File: src/rtl/disp_i2c_pkg.sv
package disp_i2c_pkg;

  typedef enum logic [2:0] {
    ST_IDLE,
    ST_ADDR,
    ST_CTRL,
    ST_PAY,
    ST_READ,
    ST_WAIT
  } busState_t;

  // strobes from control to datapath, each valid for one clock
  typedef struct packed {
    logic rxShift;   // shift the sampled data bit into the receive byte
    logic txLoad;    // copy the data register into the transmit shifter
    logic txShift;   // advance the transmit shifter by one bit
    logic fetch;     // master ack: RAM to data register and shifter, counter + 1
    logic home;      // counter to zero
    logic setAddr;   // counter from instruction, data register from RAM
  } dpStrobe_t;

endpackage

File: src/rtl/disp_i2c_dpath.sv
module disp_i2c_dpath
  import disp_i2c_pkg::*;
#(
  parameter int DEPTH = 80
) (
  input  logic       clk,
  input  logic       rstN,
  input  dpStrobe_t  strb,
  input  logic       sdaBit,
  input  logic [7:0] ramData,
  output logic [7:0] rxByte,
  output logic [1:0] txHead,
  output logic [6:0] ramAddr
);

  localparam logic [6:0] LAST_LOC = 7'(DEPTH - 1);

  logic [7:0] rxReg;
  logic [7:0] txReg;
  logic [7:0] dataReg;
  logic [6:0] addrCnt;

  function automatic logic [6:0] stepAddr(input logic [6:0] a);
    return (a == LAST_LOC) ? 7'd0 : a + 7'd1;
  endfunction

  // during a set-address the RAM is read at the operand, otherwise at the counter
  assign ramAddr = strb.setAddr ? rxReg[6:0] : addrCnt;
  assign rxByte  = rxReg;
  assign txHead  = txReg[7:6];

  always_ff @(posedge clk) begin
    if (!rstN) begin
      rxReg   <= '0;
      txReg   <= '0;
      dataReg <= '0;
      addrCnt <= '0;
    end else begin
      if (strb.rxShift) rxReg <= {rxReg[6:0], sdaBit};

      if (strb.txLoad)       txReg <= dataReg;
      else if (strb.fetch)   txReg <= ramData;
      else if (strb.txShift) txReg <= {txReg[6:0], 1'b0};

      if (strb.fetch || strb.setAddr) dataReg <= ramData;

      if (strb.home)         addrCnt <= '0;
      else if (strb.setAddr) addrCnt <= stepAddr(rxReg[6:0]);
      else if (strb.fetch)   addrCnt <= stepAddr(addrCnt);
    end
  end

endmodule

File: src/rtl/disp_i2c_ctrl.sv
module disp_i2c_ctrl
  import disp_i2c_pkg::*;
#(
  parameter logic [6:0] SLAVE_ADDR  = 7'b0111010,
  parameter int         DEPTH       = 80,
  parameter int         SYNC_STAGES = 2
) (
  input  logic       clk,
  input  logic       rstN,
  input  logic       sclIn,
  input  logic       sdaIn,
  input  logic [7:0] rxByte,
  input  logic [1:0] txHead,
  output logic       sdaOe,
  output logic       sdaBit,
  output dpStrobe_t  strb,
  output busState_t  state,
  output logic       sclLevel,
  output logic       stopEv,
  output logic       rsFlag,
  output logic       rwFlag
);

  localparam logic [7:0] DEPTH_B = 8'(DEPTH);
  localparam logic [3:0] BIT_LAST = 4'd8;
  localparam logic [3:0] BIT_ACK  = 4'd9;

  logic [SYNC_STAGES-1:0] sclPipe;
  logic [SYNC_STAGES-1:0] sdaPipe;
  logic sclS, sdaS, sclPrev, sdaPrev;
  logic sclRise, sclFall, startEv;
  logic [3:0] bitCnt;
  logic sdaLow;
  logic coFlag;
  logic addrHit, readOk, isRecv;

  always_ff @(posedge clk) begin
    if (!rstN) begin
      sclPipe <= '1;
      sdaPipe <= '1;
      sclPrev <= 1'b1;
      sdaPrev <= 1'b1;
    end else begin
      sclPipe <= {sclPipe[SYNC_STAGES-2:0], sclIn};
      sdaPipe <= {sdaPipe[SYNC_STAGES-2:0], sdaIn};
      sclPrev <= sclS;
      sdaPrev <= sdaS;
    end
  end

  assign sclS     = sclPipe[SYNC_STAGES-1];
  assign sdaS     = sdaPipe[SYNC_STAGES-1];
  assign sclRise  = sclS & ~sclPrev;
  assign sclFall  = ~sclS & sclPrev;
  assign startEv  = sclS & sclPrev & sdaPrev & ~sdaS;
  assign stopEv   = sclS & sclPrev & ~sdaPrev & sdaS;
  assign sdaBit   = sdaS;
  assign sclLevel = sclS;
  assign sdaOe    = sdaLow;

  assign addrHit = (rxByte[7:1] == SLAVE_ADDR);
  assign readOk  = rsFlag & rwFlag;
  assign isRecv  = (state == ST_ADDR) || (state == ST_CTRL) || (state == ST_PAY);

  always_comb begin
    strb = '0;
    if (!startEv && !stopEv) begin
      if (isRecv && sclRise && bitCnt < BIT_LAST) strb.rxShift = 1'b1;
      if (state == ST_ADDR && sclFall && bitCnt == BIT_LAST &&
          addrHit && rxByte[0] && readOk)
        strb.txLoad = 1'b1;
      if (state == ST_PAY && sclFall && bitCnt == BIT_LAST && !rsFlag) begin
        if (rxByte == 8'h02)
          strb.home = 1'b1;
        else if (rxByte[7] && ({1'b0, rxByte[6:0]} < DEPTH_B))
          strb.setAddr = 1'b1;
      end
      if (state == ST_READ) begin
        if (sclFall && bitCnt >= 4'd1 && bitCnt < BIT_LAST) strb.txShift = 1'b1;
        if (sclRise && bitCnt == BIT_LAST && !sdaS)         strb.fetch   = 1'b1;
      end
    end
  end

  always_ff @(posedge clk) begin
    if (!rstN) begin
      state  <= ST_IDLE;
      bitCnt <= '0;
      sdaLow <= 1'b0;
      coFlag <= 1'b0;
      rsFlag <= 1'b0;
      rwFlag <= 1'b0;
    end else if (stopEv) begin
      state  <= ST_IDLE;
      bitCnt <= '0;
      sdaLow <= 1'b0;
    end else if (startEv) begin
      state  <= ST_ADDR;
      bitCnt <= '0;
      sdaLow <= 1'b0;
    end else if (isRecv) begin
      if (sclRise && bitCnt < BIT_LAST) begin
        bitCnt <= bitCnt + 4'd1;
      end else if (sclFall && bitCnt == BIT_LAST) begin
        bitCnt <= BIT_ACK;
        sdaLow <= 1'b1;
        unique case (state)
          ST_ADDR: begin
            if (!addrHit || (rxByte[0] && !readOk)) begin
              state  <= ST_WAIT;
              sdaLow <= 1'b0;
            end else if (rxByte[0]) begin
              state <= ST_READ;
            end else begin
              state <= ST_CTRL;
            end
          end
          ST_CTRL: begin
            coFlag <= rxByte[7];
            rsFlag <= rxByte[6];
            rwFlag <= rxByte[5];
            state  <= ST_PAY;
          end
          default: state <= coFlag ? ST_CTRL : ST_PAY;
        endcase
      end else if (sclFall && bitCnt == BIT_ACK) begin
        bitCnt <= '0;
        sdaLow <= 1'b0;
      end
    end else if (state == ST_READ) begin
      if (sclRise && bitCnt < BIT_LAST) begin
        bitCnt <= bitCnt + 4'd1;
      end else if (sclRise && bitCnt == BIT_LAST) begin
        if (sdaS) state  <= ST_WAIT;
        else      bitCnt <= BIT_ACK;
      end else if (sclFall) begin
        if (bitCnt == BIT_ACK) begin
          bitCnt <= '0;
          sdaLow <= ~txHead[1];
        end else if (bitCnt == BIT_LAST) begin
          sdaLow <= 1'b0;
        end else if (bitCnt >= 4'd1) begin
          sdaLow <= ~txHead[0];
        end
      end
    end
  end

endmodule

File: src/rtl/disp_i2c_slave.sv
module disp_i2c_slave
  import disp_i2c_pkg::*;
#(
  parameter logic [6:0] SLAVE_ADDR  = 7'b0111010,
  parameter int         DEPTH       = 80,
  parameter int         SYNC_STAGES = 2
) (
  input  logic       clk,
  input  logic       rstN,
  input  logic       sclIn,
  input  logic       sdaIn,
  output logic       sdaOe,
  output logic [6:0] ramAddr,
  input  logic [7:0] ramData
);

  dpStrobe_t  strb;
  busState_t  ctlState;
  logic [7:0] rxByte;
  logic [1:0] txHead;
  logic       sdaBit, sclLevel, stopEv, rsFlag, rwFlag;

  disp_i2c_ctrl #(
    .SLAVE_ADDR (SLAVE_ADDR),
    .DEPTH      (DEPTH),
    .SYNC_STAGES(SYNC_STAGES)
  ) u_ctrl (
    .clk     (clk),
    .rstN    (rstN),
    .sclIn   (sclIn),
    .sdaIn   (sdaIn),
    .rxByte  (rxByte),
    .txHead  (txHead),
    .sdaOe   (sdaOe),
    .sdaBit  (sdaBit),
    .strb    (strb),
    .state   (ctlState),
    .sclLevel(sclLevel),
    .stopEv  (stopEv),
    .rsFlag  (rsFlag),
    .rwFlag  (rwFlag)
  );

  disp_i2c_dpath #(
    .DEPTH(DEPTH)
  ) u_dpath (
    .clk    (clk),
    .rstN   (rstN),
    .strb   (strb),
    .sdaBit (sdaBit),
    .ramData(ramData),
    .rxByte (rxByte),
    .txHead (txHead),
    .ramAddr(ramAddr)
  );

endmodule

File: config.mk
export PLATFORM = sky130hd
export DESIGN_NAME = disp_i2c_slave
export DESIGN_NICKNAME = d
export VERILOG_FILES = /design/src/rtl/disp_i2c_pkg.sv /design/src/rtl/disp_i2c_dpath.sv /design/src/rtl/disp_i2c_ctrl.sv /design/src/rtl/disp_i2c_slave.sv
export SDC_FILE = /design/constraint.sdc
export NUM_CORES = 1
export LEC_CHECK = 0
export BUFFER_PORTS_ARGS = -buffer_cell sky130_fd_sc_hd__buf_4
export CAP_MARGIN = 20
export CORE_MARGIN = 1.5
export CORE_UTILIZATION = 35
export DETAILED_ROUTE_END_ITERATION = 10
export PLACE_DENSITY_LB_ADDON = 0.08
export SLEW_MARGIN = 20
export SYNTH_ARGS = -nofsm -noshare
export SYNTH_HDL_FRONTEND = slang
export SYNTH_HIERARCHICAL = 1
export SYNTH_SLANG_ARGS = --single-unit
File: constraint.sdc
create_clock -name clk -period 3.5 [get_ports clk]
set_input_delay 0.525 -clock clk [delete_from_list [all_inputs] [get_ports clk]]
set_output_delay 0.525 -clock clk [all_outputs]
set_load 0.02 [all_outputs]
After elaboration in Yosys (flattened, before gate mapping)
Cells that the tools add are included.
{ "totals": {"regBits": 48, "in_bits": 12, "output_inout_bits": 8, "elab_cells": 162} }
{ "op_classes": {"addsub": 3, "magnitude_cmp": 3, "n_eq_ne": 20, "mux": 53, "n_bitwise": 18, "reduce_logical": 50} }
{ "op_table": {"columns": ["cell", "n"], "rows": [
  ["$mux 4", 10],
  ["$mux 7", 5],
  ["$mux 3", 9],
  ["$mux 8", 3],
  ["$mux 1", 22],
  ["$logic_and 1x1->1", 20],
  ["$reduce_and 6->1", 3],
  ["$add 7x1->7 const B", 2],
  ["$eq 7x7->1 const B", 2],
  ["$reduce_bool 3->1", 4],
  ["$reduce_bool 4->1", 3],
  ["$not 1->1", 10],
  ["$reduce_bool 2->1", 5],
  ["$ne 3x2->1 const B", 3],
  ["$and 1x1->1", 8],
  ["$eq 4x4->1 const B", 2],
  ["$eq 8x2->1 const B", 1],
  ["$ne 4x4->1 const B", 2],
  ["$eq 7x6->1 const B", 1],
  ["$lt 7x7->1 const B", 1],
  ["$reduce_and 7->1", 1],
  ["$eq 3x2->1 const B", 2],
  ["$logic_not 1->1", 6],
  ["$mux 6", 1],
  ["14 further kinds", 21]
]} }

Logic depth before layout (Yosys ltp)
{ "logic_depth": {"word_depth": 12, "depth_mapped": 10, "mapped_depth_nobuf": 9} }

Cells and area by module
Netlist, hierarchy kept.
{ "by_module_without_submodules": {"columns": ["module", "instances", "cells_each", "area_each_um2", "seq_area_each_um2"], "rows": [
  ["disp_i2c_dpath", 1, 195, 1669.1, 620.6],
  ["disp_i2c_ctrl", 1, 137, 1122.3, 340.3]
]} }

Worst setup path before layout
No wires, ideal clock.
{ "synth_timing": {"path_type": "register to output", "startpoint": "register u_ctrl.bitCnt[0]", "endpoint": "output port ramAddr[0]", "t_arrival_ps": 1837, "t_required_ps": 2975, "setup_slack_ps": 1138, "path_stages_with_launch": 8, "path_buffers": 1, "path_cell_list": "dfxtp_1 inv_1 ha_1 nand4_1 nor3_1 and3_1 buf_1 mux2_2"} }
{ "synth_lines": {"columns": ["element", "line", "text"], "rows": [
  ["start, declared", "disp_i2c_ctrl.sv:32", "logic [3:0] bitCnt;"],
  ["start signal, assigned", "disp_i2c_ctrl.sv:103", "bitCnt <= bitCnt + 4'd1;"],
  ["start signal, assigned", "disp_i2c_ctrl.sv:132", "bitCnt <= bitCnt + 4'd1;"],
  ["end, declared", "disp_i2c_slave.sv:13", "output logic [6:0] ramAddr,"]
]} }

==> metrics.md <==
| Metric | Value |
|---|---|
| Relative slew slack | 44.59% |
| Kind of cell adding the most delay to the critical path | simple AND/OR/NAND/NOR gates |
| Area taken by multi-input logic gates | 0.001710 mm2 |
| Total vias in the final route | 2,440 |
| Lkg Pwr | 1.072 nW |
| Die H | 92.31 um |
| TritonCTS Sinks | 48 |
| Synth Flop Type | dfxtp_1 |
| Xor and xnor area share after synthesis | 2.196% |
| Setup TNS | 0 ns |
| Power Density | 307.4 mW/mm2 |
| Post-CTS Hold Buffers | 0 |
| Clock Root Buffer | clkbuf_8 |
| Setup-failing EPs final | 0 |
| Synth async-reset ratio | 0% |
| Max Fclk | 310.7 MHz |
| CTS tree | built |
| Worst-skew pair later-pin latency | 0.30 ns |
| # nets final | 361 |
| Crit Path Category | register to output port |
| Post-route non-filler standard cell count | 445 |
| H-tree depth | 2 |
| Pin count of the biggest net entering global routing | 35 |
| Vias in the first global route | 2,373 |
| Main combinational cell family by area after synthesis | simple AND/OR/NAND/NOR gates |
| Final critical-path share of the clock period | 91.95% |
| Post-synth EDFFs | 0 |
| Slowest cell on crit path | dfxtp_1 |
| Fillers | 797 |
| GRT Total Usage | 16.96% |
| GRT overflow | 0 |
| Setup crit start kind | register |
| CTS resizes | 0 |
| CP Capture Type | output port |
| CP Launch Point | u_ctrl/sclPrev |
| Post-Syn Area | 0.002791 mm2 |
| Worst path cell trace | nor2b_1, nand4_1, nor3_1, and3_1, mux2_2, buf_4 |
| Share of the yosys chip area belonging to registers | 34.42% |
| CTS Buf Count | 5 |
| FF-to-FF path depth | 10 |
| Die X | 92.31 um |
| Port bufs | 19 |
| Outcome | complete, no violations |
| Setup Skew | 0.008938 ns |
| Initial Util | 36.12% |
| Placeable Area | 0.007727 mm2 |
| DRT Pass-1 Iters | 5 |
| Final Total Pwr | 0.9555 mW |
| Synthesized Nets | 350 |
| Post-Synth Adder-Cell Area | 2.689% |
| I/O pin cnt | 20 |
| MaxCap Viol Count | 0 |
| Share of layout cells above drive strength 1 | 13.99% |
| First-iteration detailed-routing DRC count | 78 |
| Reg clk slew, reported paths | 0.09 ns |
| Diodes inserted | 0 |
| Worst Path Buf+Inv | 1 |
| Worst VDD drop | 0.1346 mV |
| Minimum clock period | 3.218 ns |
| Yosys reg bits | 48 |
| Area Overhead vs Synth | 11.34% |
| Placed insts | 438 |
| Cell count along the critical path | 6 |
| Fin. max-slew vios | 0 |
| Commonest non-fill, non-tap cell in the layout | dfxtp_1 |
| Routed via count divided by cell count | 5.483 |
| Unrepaired setup endpoints after global routing | no |
| Yosys cell types | 59 |
| Wire length per cell | 15.24 um |
| Final Hold Vio Count | 0 |
| Final instance area | 0.003108 mm2 |
| Area of the die | 0.008520 mm2 |
| Worst Hold Margin | 0.4043 ns |
| ANT nets after route | 0 |
| Critical path peak fanout | 13 |
| Worst R2R Setup Slack | 0.69 ns |
| DP Area | 0.003017 mm2 |
| DRC viols | 0 |
| Max incr delay on CP | 0.53 ns |
| Max Buffers Root-to-Sink | 2 |
| Hold Path Class | input pin to register |
| Slew @ Worst Pin | 0.8248 ns |
| Required time worst endpoint | 2.97 ns |
| Simple-Gate Fraction of Synth Area | 30.61% |
| Worst Path Arrival | 2.69 ns |
| Worst reg2reg path endpoint | u_dpath/txReg[1] |
| Syn Inst Count | 332 |
| Mux cell area share after synthesis | 7.441% |
| Compound-Gate Fraction of Synth Area | 18.11% |
| Drt total wl | 6784 um |
| DP Worst Slack | 0.6486 ns |
| Row Count | 32 |
| FF+latch area | 960.9 um2 |
| Setup WS post-layout | 0.2818 ns |
| Worst Setup EP | ramAddr[0] |
| HPWL Detailed | 4750 um |
| Setup Fix Bufs, Post-CTS | 0 |
| Syn_area_per_cell | 8.408 um2 |
| Initial antenna violation count | 0 |
| Fin util | 40.22% |
| Placer Congestion | 0.8380 |
| Global-route wire length before repair | 11,720 um |
| RR Startpoint | u_ctrl/bitCnt[1] |
| Commonest non-fill, non-tap cells in the layout | dfxtp_1, nand2_1, buf_4 |
| Synth warn | 6 |
## layout make-up
class	count	area share [%]
Tap cell	102	4.106
Inverter	8	0.9662
Timing Repair Buffer	25	6.039
Multi-Input combinational cell	255	55.03
Clock inverter	1	0.2818
Sequential cell	48	30.92
Clock buffer	6	2.657
## flip-flops by register name, summed over array words and instances (netlist names), 2 cells and up
| name | flops |
|---|---|
| u_dpath/rxByte | 8 |
| u_dpath/dataReg | 8 |
| u_ctrl/sdaPipe | 2 |
| u_dpath/txReg | 8 |
| u_ctrl/sclPipe | 2 |
| u_ctrl/bitCnt | 4 |
| u_ctrl/state | 3 |
| u_dpath/addrCnt | 7 |
## report_power, final
| part | internal, mW | switching (mW) | leakage, nW |
|---|---|---|---|
| combinational | 0.0239 | 0.0257 | 0.637 |
| sequential | 0.550 | 0.00715 | 0.388 |
| clock | 0.158 | 0.190 | 0.0473 |
## routing by layer
metal	track usage [%]	part of all wire [%]	vias up
met5	0	0	-
met4	3.718	0	0
met3	3.366	3.2	0
met2	27.21	47	42
met1	23.41	50	1167
li1	-	-	1231
## worst min-delay path by stage
| stage | from | end | slack, ns | cells past startpoint |
|---|---|---|---|---|
| after floorplan | u_ctrl/sclPipe[0] | u_ctrl/sclPipe[1] | 0.39 | 1 |
| final | sclIn | u_ctrl/sclPipe[0] | 0.40 | 2 |
| after global placement | u_ctrl/sclPipe[0] | u_ctrl/sclPipe[1] | 0.39 | 1 |
| after CTS | sclIn | u_ctrl/sclPipe[0] | 0.39 | 2 |
| after detailed placement | u_ctrl/sclPipe[0] | u_ctrl/sclPipe[1] | 0.39 | 1 |
| after global routing | sdaIn | u_ctrl/sdaPipe[0] | 0.40 | 2 |
## Yosys cell counts (4+ instances only)
cell | number | area share [%]
a211oi_1 | 5 | 1.3
a21boi_0 | 8 | 2.2
a21oi_1 | 20 | 3.6
a221oi_1 | 7 | 2.2
a31oi_1 | 4 | 0.90
and3_1 | 7 | 1.6
buf_2 | 5 | 0.90
clkbuf_1 | 12 | 1.6
dfxtp_1 | 48 | 34
ha_1 | 6 | 2.7
inv_1 | 8 | 1.1
mux2_2 | 6 | 2.4
mux2i_1 | 14 | 5.0
nand2_1 | 33 | 4.4
nand2b_1 | 10 | 2.2
nand3_1 | 11 | 2.0
nand3b_1 | 10 | 2.7
nand4_1 | 5 | 1.1
nor2_1 | 17 | 2.3
nor2b_1 | 19 | 4.3
nor3_1 | 10 | 1.8
o21ai_0 | 5 | 0.90
o22ai_1 | 4 | 0.90
xnor2_1 | 5 | 1.6
## kinds of logic (layout without fill, tap and decap cells)
group | count (synthesis) | after routing
buffers and inverters | 29 | 40
muxes | 20 | 20
and+or+nand+nor | 149 | 149
DFF | 48 | 48
AOI/OAI and AO/OA | 73 | 73
adders and majority gates | 6 | 6
xor gates and xnor gates | 7 | 7
No activity file was read; power rests on OpenSTA's default activity.
